**config.mk**
```make
export PLATFORM = sky130hd
export DESIGN_NAME = eeprom_wrpoll_seq
export DESIGN_NICKNAME = d
export VERILOG_FILES = /design/src/rtl/wrpoll_pkg.sv /design/src/rtl/wrpoll_phase_cnt.sv /design/src/rtl/wrpoll_elapsed.sv /design/src/rtl/eeprom_wrpoll_seq.sv
export SDC_FILE = /design/constraint.sdc
export NUM_CORES = 1
export LEC_CHECK = 0
export ABC_CLOCK_PERIOD_IN_PS = 4800
export BUFFER_PORTS_ARGS = -buffer_cell sky130_fd_sc_hd__buf_4
export CORE_UTILIZATION = 40
export CTS_CLUSTER_SIZE = 8
export DETAILED_ROUTE_END_ITERATION = 8
export GPL_TIMING_DRIVEN = 0
export SLEW_MARGIN = 10
export SYNTH_ARGS = -nofsm -noshare
export SYNTH_HDL_FRONTEND = slang
export SYNTH_SLANG_ARGS = --single-unit
```
**constraint.sdc**
```tcl
create_clock -name clk -period 4.8 [get_ports clk]
set_input_delay 0.24 -clock clk [delete_from_list [all_inputs] [get_ports clk]]
set_output_delay 0.24 -clock clk [all_outputs]
set_load 0.01 [all_outputs]
```
**src/rtl/wrpoll_pkg.sv**
```systemverilog
package wrpoll_pkg;

   typedef enum logic [3:0] {
      ST_IDLE,
      ST_SETUP,
      ST_WE_PULSE,
      ST_HOLD,
      ST_POLL_ASSERT,
      ST_POLL_SAMPLE,
      ST_POLL_GAP,
      ST_DONE,
      ST_ERROR
   } seq_state_e;

   function automatic int unsigned max2(input int unsigned a, input int unsigned b);
      return (a > b) ? a : b;
   endfunction

endpackage

```
**src/rtl/wrpoll_phase_cnt.sv**
```systemverilog
module wrpoll_phase_cnt #(
   parameter int unsigned W = 4
) (
   input  logic         clk,
   input  logic         rst_n,
   input  logic         load_i,
   input  logic [W-1:0] load_val_i,
   output logic         last_o
);

   logic [W-1:0] cnt_q;

   always_ff @(posedge clk or negedge rst_n) begin
      if (!rst_n) begin
         cnt_q <= '0;
      end else if (load_i) begin
         cnt_q <= load_val_i;
      end else if (cnt_q != '0) begin
         cnt_q <= cnt_q - 1'b1;
      end
   end

   assign last_o = (cnt_q == '0);

endmodule

```
**src/rtl/wrpoll_elapsed.sv**
```systemverilog
module wrpoll_elapsed #(
   parameter int unsigned LIMIT = 625000,
   parameter int unsigned W     = 20
) (
   input  logic clk,
   input  logic rst_n,
   input  logic clear_i,
   input  logic run_i,
   output logic expired_o
);

   localparam logic [W-1:0] LIMIT_V = W'(LIMIT);

   logic [W-1:0] cnt_q;
   logic         at_limit;

   assign at_limit = (cnt_q >= LIMIT_V);

   always_ff @(posedge clk or negedge rst_n) begin
      if (!rst_n) begin
         cnt_q <= '0;
      end else if (clear_i) begin
         cnt_q <= '0;
      end else if (run_i && !at_limit) begin
         cnt_q <= cnt_q + 1'b1;
      end
   end

   assign expired_o = at_limit;

endmodule

```
**src/rtl/eeprom_wrpoll_seq.sv**
```systemverilog
module eeprom_wrpoll_seq
   import wrpoll_pkg::*;
#(
   parameter int unsigned ADDR_W      = 12,
   parameter int unsigned DATA_W      = 8,
   parameter int unsigned SETUP_CYC   = 2,
   parameter int unsigned PULSE_CYC   = 13,
   parameter int unsigned HOLD_CYC    = 2,
   parameter int unsigned ACCESS_CYC  = 5,
   parameter int unsigned GAP_CYC     = 1,
   parameter int unsigned TIMEOUT_CYC = 625000
) (
   input  logic              clk,
   input  logic              rst_n,
   input  logic              req_i,
   input  logic [ADDR_W-1:0] req_addr_i,
   input  logic [DATA_W-1:0] req_data_i,
   output logic              busy_o,
   output logic              done_o,
   output logic              err_o,
   output logic              mem_ce_n_o,
   output logic              mem_oe_n_o,
   output logic              mem_we_n_o,
   output logic [ADDR_W-1:0] mem_addr_o,
   output logic [DATA_W-1:0] mem_wdata_o,
   output logic              mem_wdata_oe_o,
   input  logic [DATA_W-1:0] mem_rdata_i
);

   localparam int unsigned POLL_BIT = DATA_W - 1;
   localparam int unsigned LONGEST  = max2(max2(max2(SETUP_CYC, PULSE_CYC),
                                                max2(HOLD_CYC, ACCESS_CYC)), GAP_CYC);
   localparam int unsigned CNT_W    = (LONGEST > 1) ? $clog2(LONGEST) : 1;
   localparam int unsigned TO_W     = $clog2(TIMEOUT_CYC + 1);

   localparam logic [CNT_W-1:0] LD_SETUP  = CNT_W'(SETUP_CYC - 1);
   localparam logic [CNT_W-1:0] LD_PULSE  = CNT_W'(PULSE_CYC - 1);
   localparam logic [CNT_W-1:0] LD_HOLD   = CNT_W'(HOLD_CYC - 1);
   localparam logic [CNT_W-1:0] LD_ACCESS = CNT_W'(ACCESS_CYC - 1);
   localparam logic [CNT_W-1:0] LD_GAP    = CNT_W'(GAP_CYC - 1);

   // elaboration-time parameter checks
   generate
      if (DATA_W < 1) begin : g_bad_data_w
         $error("DATA_W must be at least 1");
      end
      if (ADDR_W < 1) begin : g_bad_addr_w
         $error("ADDR_W must be at least 1");
      end
      if (SETUP_CYC < 1 || PULSE_CYC < 1 || HOLD_CYC < 1) begin : g_bad_write_cyc
         $error("write phase widths must each be at least one cycle");
      end
      if (ACCESS_CYC < 1) begin : g_bad_access
         $error("ACCESS_CYC must be at least 1");
      end
      if (GAP_CYC < 1) begin : g_bad_gap
         $error("GAP_CYC must be at least 1 so that polls stay separate reads");
      end
      if (TIMEOUT_CYC < 1) begin : g_bad_timeout
         $error("TIMEOUT_CYC must be at least 1");
      end
   endgenerate

   seq_state_e        state_q, state_d;
   logic [ADDR_W-1:0] addr_q;
   logic [DATA_W-1:0] data_q;
   logic              phase_last;
   logic              phase_load;
   logic [CNT_W-1:0]  phase_val;
   logic              to_expired;
   logic              to_clear;
   logic              to_run;
   logic              bit_match;

   assign bit_match = (mem_rdata_i[POLL_BIT] == data_q[POLL_BIT]);

   // state register and request capture
   always_ff @(posedge clk or negedge rst_n) begin
      if (!rst_n) begin
         state_q <= ST_IDLE;
         addr_q  <= '0;
         data_q  <= '0;
      end else begin
         state_q <= state_d;
         if (state_q == ST_IDLE && req_i) begin
            addr_q <= req_addr_i;
            data_q <= req_data_i;
         end
      end
   end

   // next state
   always_comb begin
      state_d = state_q;
      unique case (state_q)
         ST_IDLE:        if (req_i)      state_d = ST_SETUP;
         ST_SETUP:       if (phase_last) state_d = ST_WE_PULSE;
         ST_WE_PULSE:    if (phase_last) state_d = ST_HOLD;
         ST_HOLD:        if (phase_last) state_d = ST_POLL_ASSERT;
         ST_POLL_ASSERT: if (phase_last) state_d = ST_POLL_SAMPLE;
         ST_POLL_SAMPLE: begin
            if (bit_match)       state_d = ST_DONE;
            else if (to_expired) state_d = ST_ERROR;
            else                 state_d = ST_POLL_GAP;
         end
         ST_POLL_GAP:    if (phase_last) state_d = ST_POLL_ASSERT;
         ST_DONE:        state_d = ST_IDLE;
         ST_ERROR:       state_d = ST_IDLE;
         default:        state_d = ST_IDLE;
      endcase
   end

   // phase width selection on every state change
   assign phase_load = (state_d != state_q);

   always_comb begin
      unique case (state_d)
         ST_SETUP:       phase_val = LD_SETUP;
         ST_WE_PULSE:    phase_val = LD_PULSE;
         ST_HOLD:        phase_val = LD_HOLD;
         ST_POLL_ASSERT: phase_val = LD_ACCESS;
         ST_POLL_GAP:    phase_val = LD_GAP;
         default:        phase_val = '0;
      endcase
   end

   wrpoll_phase_cnt #(
      .W (CNT_W)
   ) u_phase (
      .clk        (clk),
      .rst_n      (rst_n),
      .load_i     (phase_load),
      .load_val_i (phase_val),
      .last_o     (phase_last)
   );

   // write-time budget: starts counting once the strobe has risen
   assign to_clear = (state_q == ST_WE_PULSE);
   assign to_run   = (state_q == ST_HOLD) || (state_q == ST_POLL_ASSERT) ||
                     (state_q == ST_POLL_SAMPLE) || (state_q == ST_POLL_GAP);

   wrpoll_elapsed #(
      .LIMIT (TIMEOUT_CYC),
      .W     (TO_W)
   ) u_elapsed (
      .clk       (clk),
      .rst_n     (rst_n),
      .clear_i   (to_clear),
      .run_i     (to_run),
      .expired_o (to_expired)
   );

   // bus decode from state
   always_comb begin
      mem_ce_n_o     = 1'b1;
      mem_oe_n_o     = 1'b1;
      mem_we_n_o     = 1'b1;
      mem_wdata_oe_o = 1'b0;
      unique case (state_q)
         ST_SETUP, ST_HOLD: begin
            mem_ce_n_o     = 1'b0;
            mem_wdata_oe_o = 1'b1;
         end
         ST_WE_PULSE: begin
            mem_ce_n_o     = 1'b0;
            mem_we_n_o     = 1'b0;
            mem_wdata_oe_o = 1'b1;
         end
         ST_POLL_ASSERT, ST_POLL_SAMPLE: begin
            mem_ce_n_o = 1'b0;
            mem_oe_n_o = 1'b0;
         end
         default: ;
      endcase
   end

   assign mem_addr_o  = addr_q;
   assign mem_wdata_o = data_q;
   assign busy_o      = (state_q != ST_IDLE);
   assign done_o      = (state_q == ST_DONE);
   assign err_o       = (state_q == ST_ERROR);

endmodule

```
==> results.md, run 1 <==
* Outcome: completed
* Area of the multi-input gates at ~0.0012 mm²
* Initial Utilization at 0.421
* Setup slack, reg-to-reg at ~2.3 ns
* Routed Antenna Nets at 0
* Register area at approximately 0.0012 mm²
* H-tree depth at 2
* Count of final hold-check violations at 0
* Largest net degree at the start of global routing at 49
* PostCTS Resize Cnt at 0
* Hold_ws at 0.174 ns
* Max Root-Sink Buffers at 2
* Initial antenna violation count at 0
* Final Max Tran Viols at 0
* Final Worst Setup Slack at between 2 and 2.5 ns
* Row count at 28
* Seq pwr share at 0.324
* CTS Sinks at 48
* Peak VDD IR at a little under 300 µV
* Async SR Flop Fraction at 1.00
* Max Cap Viol at 0
* Global placer's final weighted congestion at ~0.85
* Critical Path RT at between 4 and 5 ns
* Cells after Synth at between 200 and 250
* Clock power share at 0.165
* Reg2Reg Capture Point: u_elapsed.cnt_q[17]$_DFFE_PN0P_
* Global-route congestion overflow total at 0
* Setup_tns at 0 ns
* Yosys warns at 0
* Share of the yosys chip area belonging to registers at 0.473
* CTS tree: yes
* Slew HR at 0.405
* Total Routing Usage GR at 0.163
* Worst-path maximum fanout at 10
* CTS Buf Count at 5
* Worst hold start: req_addr_i[5]
* Synth Flop Type: dfrtp_1
* Worst-Margin Slew at roughly 0.9 ns
* Worst Hold End: mem_addr_o[5]$_DFFE_PN0P_
* Pleak at roughly 1.3 nW
* Drt drc at 0
* Final total power at 1.85 mW
* Post-synth EDFFs at 0
* Cells on worst reg2reg path at 7
* Synth unique cells at 45
* Layout area overhead at 23.7%
* Count of buffers from port buffering at 50
* Hold WC Path Type: primary input to flop
* Sw Ratio at 0.374
* Die area at ~0.0067 mm²
* WHS Path Cells at 2
* Reg-to-reg startpoint: u_elapsed.cnt_q[10]$_DFFE_PN0P_
* Setup CP Type: flop to primary output
* RSZ-0062 raised after global routing: no
* Pwr dens at 590 mW/mm²
* Fin nets at 340
* Combinational share of power at 0.512
* Internal power at between 1 and 1.5 mW
* Drt wl/cell at around 13 µm
* Via density at ~5.3
* Clk root buf: clkbuf_8
* Syn nets at 282
* Final period utilization at 0.563
* Crit path DAT at roughly 2.5 ns
* DIE HEIGHT at roughly 82 µm
* CP endpoint kind: primary output
* DR vias at approximately 2000
* Fill cell count at ~570
* Fmax achieved at ~370 MHz
* Clock skew at around 0.0044 ns
* I/O pins at 58
* Final setup vio count at 0
* Layout cell share with drive strength beyond 1 at 0.296
* Chip width at just over 80 µm
* Clock insertion delay at the later pin of the skew report at around 0.29 ns
* Final HPWL DP at 3.61 mm
* Routed WL at 5.13 mm
* Diode count at 0
* Vias in the first global route at around 1900
* Reg clk slew, reported paths at about 0.09 ns
* Worst setup SP type: flop
* Initial DRC count at 91
* First-pass GRT wire length at roughly 8.5 mm
* Synthesized area at ~0.0025 mm²
* Detailed-router iteration count before antenna repair at 4
* Mean post-synth cell area at between 10 and 15 µm²
* Setup slack at placement at about 2.3 ns
* Flops & latches, synth at between 40 and 50
* Post-layout min period at roughly 2.7 ns
* Sw Pwr at ~690 µW
* Core footprint at between 0.006 and 0.007 mm²
## per-layer routing
metal / global-route usage / share of wire / up-vias
met5: 0 / 0 / -
met4: 0.0351 / 0.0029 / 0
met3: 0.0300 / 0.039 / 2
met2: 0.276 / 0.49 / 35
met1: 0.216 / 0.47 / 973
li1: - / - / 1004
## worst max-delay path by stage
stage                                     from                              end  slack [ns]  depth (start not counted)
3_5_place_dp   u_elapsed.cnt_q[10]$_DFFE_PN0P_  u_elapsed.cnt_q[17]$_DFFE_PN0P_        2.32                          7
5_1_grt                   state_q[2]$_DFF_PN0_                       mem_we_n_o        1.83                          5
2_1_floorplan  u_elapsed.cnt_q[10]$_DFFE_PN0P_     u_phase.cnt_q[0]$_DFFE_PN0P_        2.48                          6
4_1_cts                   state_q[2]$_DFF_PN0_                       mem_we_n_o        2.00                          5
6_report                  state_q[2]$_DFF_PN0_                       mem_we_n_o        2.10                          5
3_3_place_gp    u_elapsed.cnt_q[9]$_DFFE_PN0P_  u_elapsed.cnt_q[17]$_DFFE_PN0P_        2.31                          7
## kinds of logic after synthesis
logic type	count (synthesis)	share of synthesized area
mux	24	0.107
simple gates	95	0.198
fa+ha+maj	3	0.0148
xor+xnor	15	0.0518
flops	48	0.473
buf+inv	23	0.0399
compound gates	40	0.115
## Yosys cell counts (2+ instances only)
library cell	number	share of area
nand3_1	8	0.016
buf_6	2	0.0089
a21oi_1	8	0.016
nor4_1	6	0.015
inv_1	10	0.015
nand3b_1	3	0.0089
dfrtp_1	48	0.47
mux2_2	21	0.093
nand2b_1	4	0.0099
or2_2	2	0.0049
o31ai_1	3	0.0089
o211ai_1	3	0.0089
xor2_1	2	0.0069
nor2b_1	2	0.0049
a211oi_1	2	0.0059
xnor2_1	13	0.045
ha_1	3	0.015
o21ai_0	13	0.026
and3_1	4	0.0099
or3_1	4	0.0099
nor3_1	10	0.020
nor3b_1	3	0.0089
clkbuf_1	11	0.016
nand2_1	15	0.022
nor2_1	23	0.034
nand4_1	5	0.012
mux2i_1	2	0.0079
## registers in the layout, indices dropped and copies added (netlist names)
| register | flops |
|---|---|
| mem_addr_o | 12 |
| mem_wdata_o | 8 |
| u_phase.cnt_q | 4 |
| u_elapsed.cnt_q | 20 |
| state_q | 4 |
## metrics by stage
step | utilization | std cells | area, µm²
6_report | 0.521 | 382 | 3140
3_5_place_dp | 0.499 | 373 | 3010
4_1_cts | 0.521 | 382 | 3140
3_3_place_gp | 0.499 | 373 | 3010
5_1_grt | 0.521 | 382 | 3140
2_1_floorplan | - | 248 | 2540
## what timing repair did
item,CTS,global route
hold endpoints to repair,48,0
hold buffers,1,0
setup endpoints to repair,0,0
setup buffers,0,0
## cells in the final DEF, fill, tap and decap left out, drive strengths merged, types with 8 or more instances in the layout
| cell type | netlist | final |
|---|---|---|
| a21oi | 8 | 8 |
| buf | 2 | 52 |
| clkbuf | 11 | 17 |
| dfrtp | 48 | 48 |
| inv | 10 | 10 |
| mux2 | 22 | 22 |
| nand2 | 15 | 15 |
| nand3 | 8 | 8 |
| nor2 | 23 | 23 |
| nor3 | 10 | 10 |
| o21ai | 13 | 13 |
| xnor2 | 13 | 13 |
## final cells by class
class | instances | share of cell area
well taps | 75 | 0.0299
multi-input cells | 177 | 0.394
repair buffers | 51 | 0.123
clock buffers | 6 | 0.0263
inverters | 10 | 0.0120
clock inverters | 2 | 0.0124
plain buffers | 13 | 0.0203
flip-flops and latches | 48 | 0.383
## power by group through the flow
stage	sequential, mW	clock (mW)	combinational, mW
2_1_floorplan	0.642	0	0.591
3_3_place_gp	0.604	0	0.947
3_5_place_dp	0.609	0	0.952
4_1_cts	0.601	0.317	0.956
5_1_grt	0.615	0.330	1.05
6_report	0.599	0.304	0.947
## critical path, stage by stage, from the launching register on
cell	delay (ns)
dfrtp_1	0.39
clkbuf_1	0.22
clkbuf_1	0.28
nor3_1	0.77
inv_1	0.28
buf_4	0.23
No activity file was read; power rests on OpenSTA's default activity.
==> run 2: changes to the inputs <==
- ABC_AREA: unset -> 1
- ABC_CLOCK_PERIOD_IN_PS: 4800 -> 2200
- clock period: 4.8 -> 2.2 ns (I/O delays scaled with it)
==> run 2 against run 1 <==
Sequential power grew 120%. Flip-flop and latch count is the same. Synthesized cell count grew 44%. Setup slack lost 1.9 ns. Highest routed layer unchanged. Total power grew 120%. Die area grew 4.6%. Combinational power grew 120%. Critical path depth grew 6. Cell area grew 8.6%. Count of clock-buffer cells in the layout grew 1. Clock power grew 86%. Non-clock buffer count grew 13.
==> results.md, run 2 <==
* Outcome: completed
* Async SR Flop Fraction at 1.00 (unchanged)
* Clock skew at 0.00831 ns (+0.00395 ns)
* Post-layout min period at 1.97 ns
* Pleak at 1.69 nW (+25%)
* Fmax achieved at about 510 MHz
* Slew HR at 0.596 (+0.191)
* Flops & latches, synth at 48 (unchanged)
* Total Routing Usage GR at 0.185 (+0.0229)
* Drt drc at 0 (unchanged)
* Layout Cells excl Fill at 510 (+34%)
* Vias in the first global route at 2391 (+27%)
* Global placer's final weighted congestion at 0.792 (-6.4%)
* First-pass GRT wire length at 10.6 mm (+25%)
* Main combinational cell family by area after synthesis: simple AND/OR/NAND/NOR gates
* Post-synthesis compound-gate area fraction at 0.0847 (-0.0306)
* Largest Register: u_elapsed.cnt_q
* Global-route congestion overflow total at 0 (unchanged)
* Clock insertion delay at the later pin of the skew report at 0.30 ns (about the same)
* RSZ-0062 raised after global routing: no
* Final period utilization at 0.897
* Area share of fa/ha/maj cells after synthesis at 0.0141 (-0.000669)
* Most frequent cells in the layout: nand2_1, buf_4, dfrtp_1
* Syn nets at 392 (+39%)
* I/O pins at 58 (unchanged)
* Synth unique cells at 31 (-31%)
* Max Cap Viol at 0 (unchanged)
* H-tree depth at 2 (unchanged)
* Synth area leaders: dfrtp_1, nand2_1, nor2_1, inv_1, nand3_1
* Routed Antenna Nets at 0 (unchanged)
* Core footprint at 0.00639 mm² (+6.0%)
* DR vias at 2478 (+23%)
* Count leader, synth: nand2_1
* Count of buffers from port buffering at 50 (unchanged)
* Crit path largest cell delay at 0.37 ns (-0.40 ns)
* Setup CP Type: flop to flop
* Die area at 0.00697 mm² (+4.6%)
* Share of the yosys chip area belonging to registers at 0.452 (-0.0214)
* Crit path DAT at 2.16 ns (-0.30 ns)
* XOR/XNOR Fraction of Synth Area at 0.0297 (-0.0221)
* Peak VDD IR at 773 µV (+160%)
* CP endpoint kind: flop
* Synth Flop Type: dfrtp_1
* Drt wl/cell at 12.1 µm (-10%)
* Setup Buffers After CTS at 0 (unchanged)
* CTS Buf Count at 5 (unchanged)
* Synth top area share at 0.452 (-0.0214)
* DIE HEIGHT at 83.5 µm (+2.3%)
* Detailed-router iteration count before antenna repair at 4 (unchanged)
* Max Root-Sink Buffers at 2 (unchanged)
* Mean post-synth cell area at 7.42 µm² (-27%)
* Layout cell share with drive strength beyond 1 at 0.194 (-0.102)
* Fin nets at 466 (+37%)
* Cell area after layout at 0.00341 mm² (+8.6%)
* Final Max Tran Viols at 0 (unchanged)
* Final Worst Setup Slack at 0.227 ns (-1.87 ns)
* Yosys warns at 0 (unchanged)
* Chip width at 83.5 µm (+2.3%)
* Max stage delay cell, worst path: dfrtp_1
* Max reg flops at 20 (unchanged)
* Worst setup SP type: flop
* Via density at 4.86 (-7.8%)
* Layout area overhead at 28.2%
* Post-synth EDFFs at 0 (unchanged)
* Area leader, netlist: dfrtp_1
* Setup slack at placement at 0.113 ns (-2.21 ns)
* Mux cell area share after synthesis at 0 (-0.107)
* Placed inst area at 0.00313 mm² (+4.1%)
* Initial antenna violation count at 0 (unchanged)
* Routed WL at 6.15 mm (+20%)
* Cells after Synth at 358 (+44%)
* Top cells by count, synth: nand2_1, dfrtp_1, nor2_1
* Initial Utilization at 0.416 (-0.00495)
* Hold WC Path Type: primary input to flop
* Initial DRC count at 137 (+51%)
* Count of final hold-check violations at 0 (unchanged)
* CTS Sinks at 48 (unchanged)
* WHS Path Cells at 3 (+1)
* Simple-gate share of the synthesized area at 0.346 (+0.148)
* CTS tree: yes
* Pwr dens at 1180 mW/mm² (+100%)
* Leading cell type in the layout, fill and taps excluded: nand2_1
* Clk root buf: clkbuf_8
* Cells on worst reg2reg path at 11 (+4)
* Critical Path RT at 2.39 ns (-2.17 ns)
* Worst-path maximum fanout at 7 (-3)
* Row count at 29 (+3.6%)
* Setup_tns at 0 ns (unchanged)
* Critical-path cell list: buf_2, nor2_1, nand2_1, nor2_1, nand2_1, nand2_1, nand3_1, nor2_1, nand3_1, o21ai_1, a21oi_1
* Synthesized area at 0.00266 mm² (+4.7%)
* Reg clk slew, reported paths at 0.09 ns (about the same)
* Final setup vio count at 0 (unchanged)
* Largest net degree at the start of global routing at 49 (unchanged)
* Diode count at 0 (unchanged)
* Final HPWL DP at 4.34 mm (+20%)
* Inst Count DP at 485 (+30%)
* Worst-Margin Slew at 0.606 ns (-0.279 ns)
run 2: logic make-up after synthesis:
family | Yosys count
simple gates | 212
buf+inv | 48
flops | 48
compound gates | 38
xor+xnor | 9
fa+ha+maj | 3
run 2: what timing repair did:
item / 4_1_cts / 5_1_grt
hold buffers: 17 / 0
gates resized for setup: 0 / 3
hold endpoints to repair: 64 / 0
setup endpoints to repair: 0 / 4
run 2: through the flow:
step / util / hold WS [ns] / total power, mW
CTS: 0.531 / 0.00289 / 4.03
global placement: 0.490 / 0.171 / 3.40
global route: 0.534 / 0.0170 / 4.38
detailed placement: 0.490 / 0.173 / 3.42
floorplan: - / -0.186 / 2.71
finish: 0.534 / 0.00824 / 4.01
run 2: critical path: cells and delay by family, from the launching register on:
family	cells	cell delay [ns]
flops	1	0.37
compound gates	2	0.28
simple gates	8	1.06
buf+inv	1	0.16
run 2: path summary, 6_finish.rpt:
check / from / end / slack [ns]
hold / removal: req_addr_i[7] / mem_addr_o[7]$_DFFE_PN0P_ / 0.008
hold reg to reg: mem_wdata_o[1]$_DFFE_PN0P_ / mem_wdata_o[1]$_DFFE_PN0P_ / 0.48
min in group asynchronous: rst_n / mem_addr_o[2]$_DFFE_PN0P_ / 0.36
setup reg to reg: u_elapsed.cnt_q[13]$_DFFE_PN0P_ / u_elapsed.cnt_q[8]$_DFFE_PN0P_ / 0.23
setup / recovery: u_elapsed.cnt_q[13]$_DFFE_PN0P_ / u_elapsed.cnt_q[8]$_DFFE_PN0P_ / 0.23
max in group asynchronous: rst_n / u_elapsed.cnt_q[19]$_DFFE_PN0P_ / 1.43
run 2: area by class of cell:
cell class,count,area (µm²)
inverter,38,143
clock buffer,7,86.3
sequential,48,1200
buffer,10,53.8
clock inverter,1,7.51
multi-input combinational,262,1270
timing repair buffer,67,546
tap,77,96.3
fill,618,2980
run 2: routing by layer:
layer  vias up  track usage  part of all wire
li1       1285            -                 -
met1      1125        0.252              0.48
met2        62        0.306              0.46
met4         0       0.0416            0.0093
met5         -            0                 0
met3         6       0.0396             0.048
run 2: report_power, final:
part	internal [mW]	switching, mW	leakage (nW)
logic	0.845	1.27	1.02
clock network	0.256	0.308	0.0445
registers	1.16	0.174	0.625
total	2.26	1.75	1.69
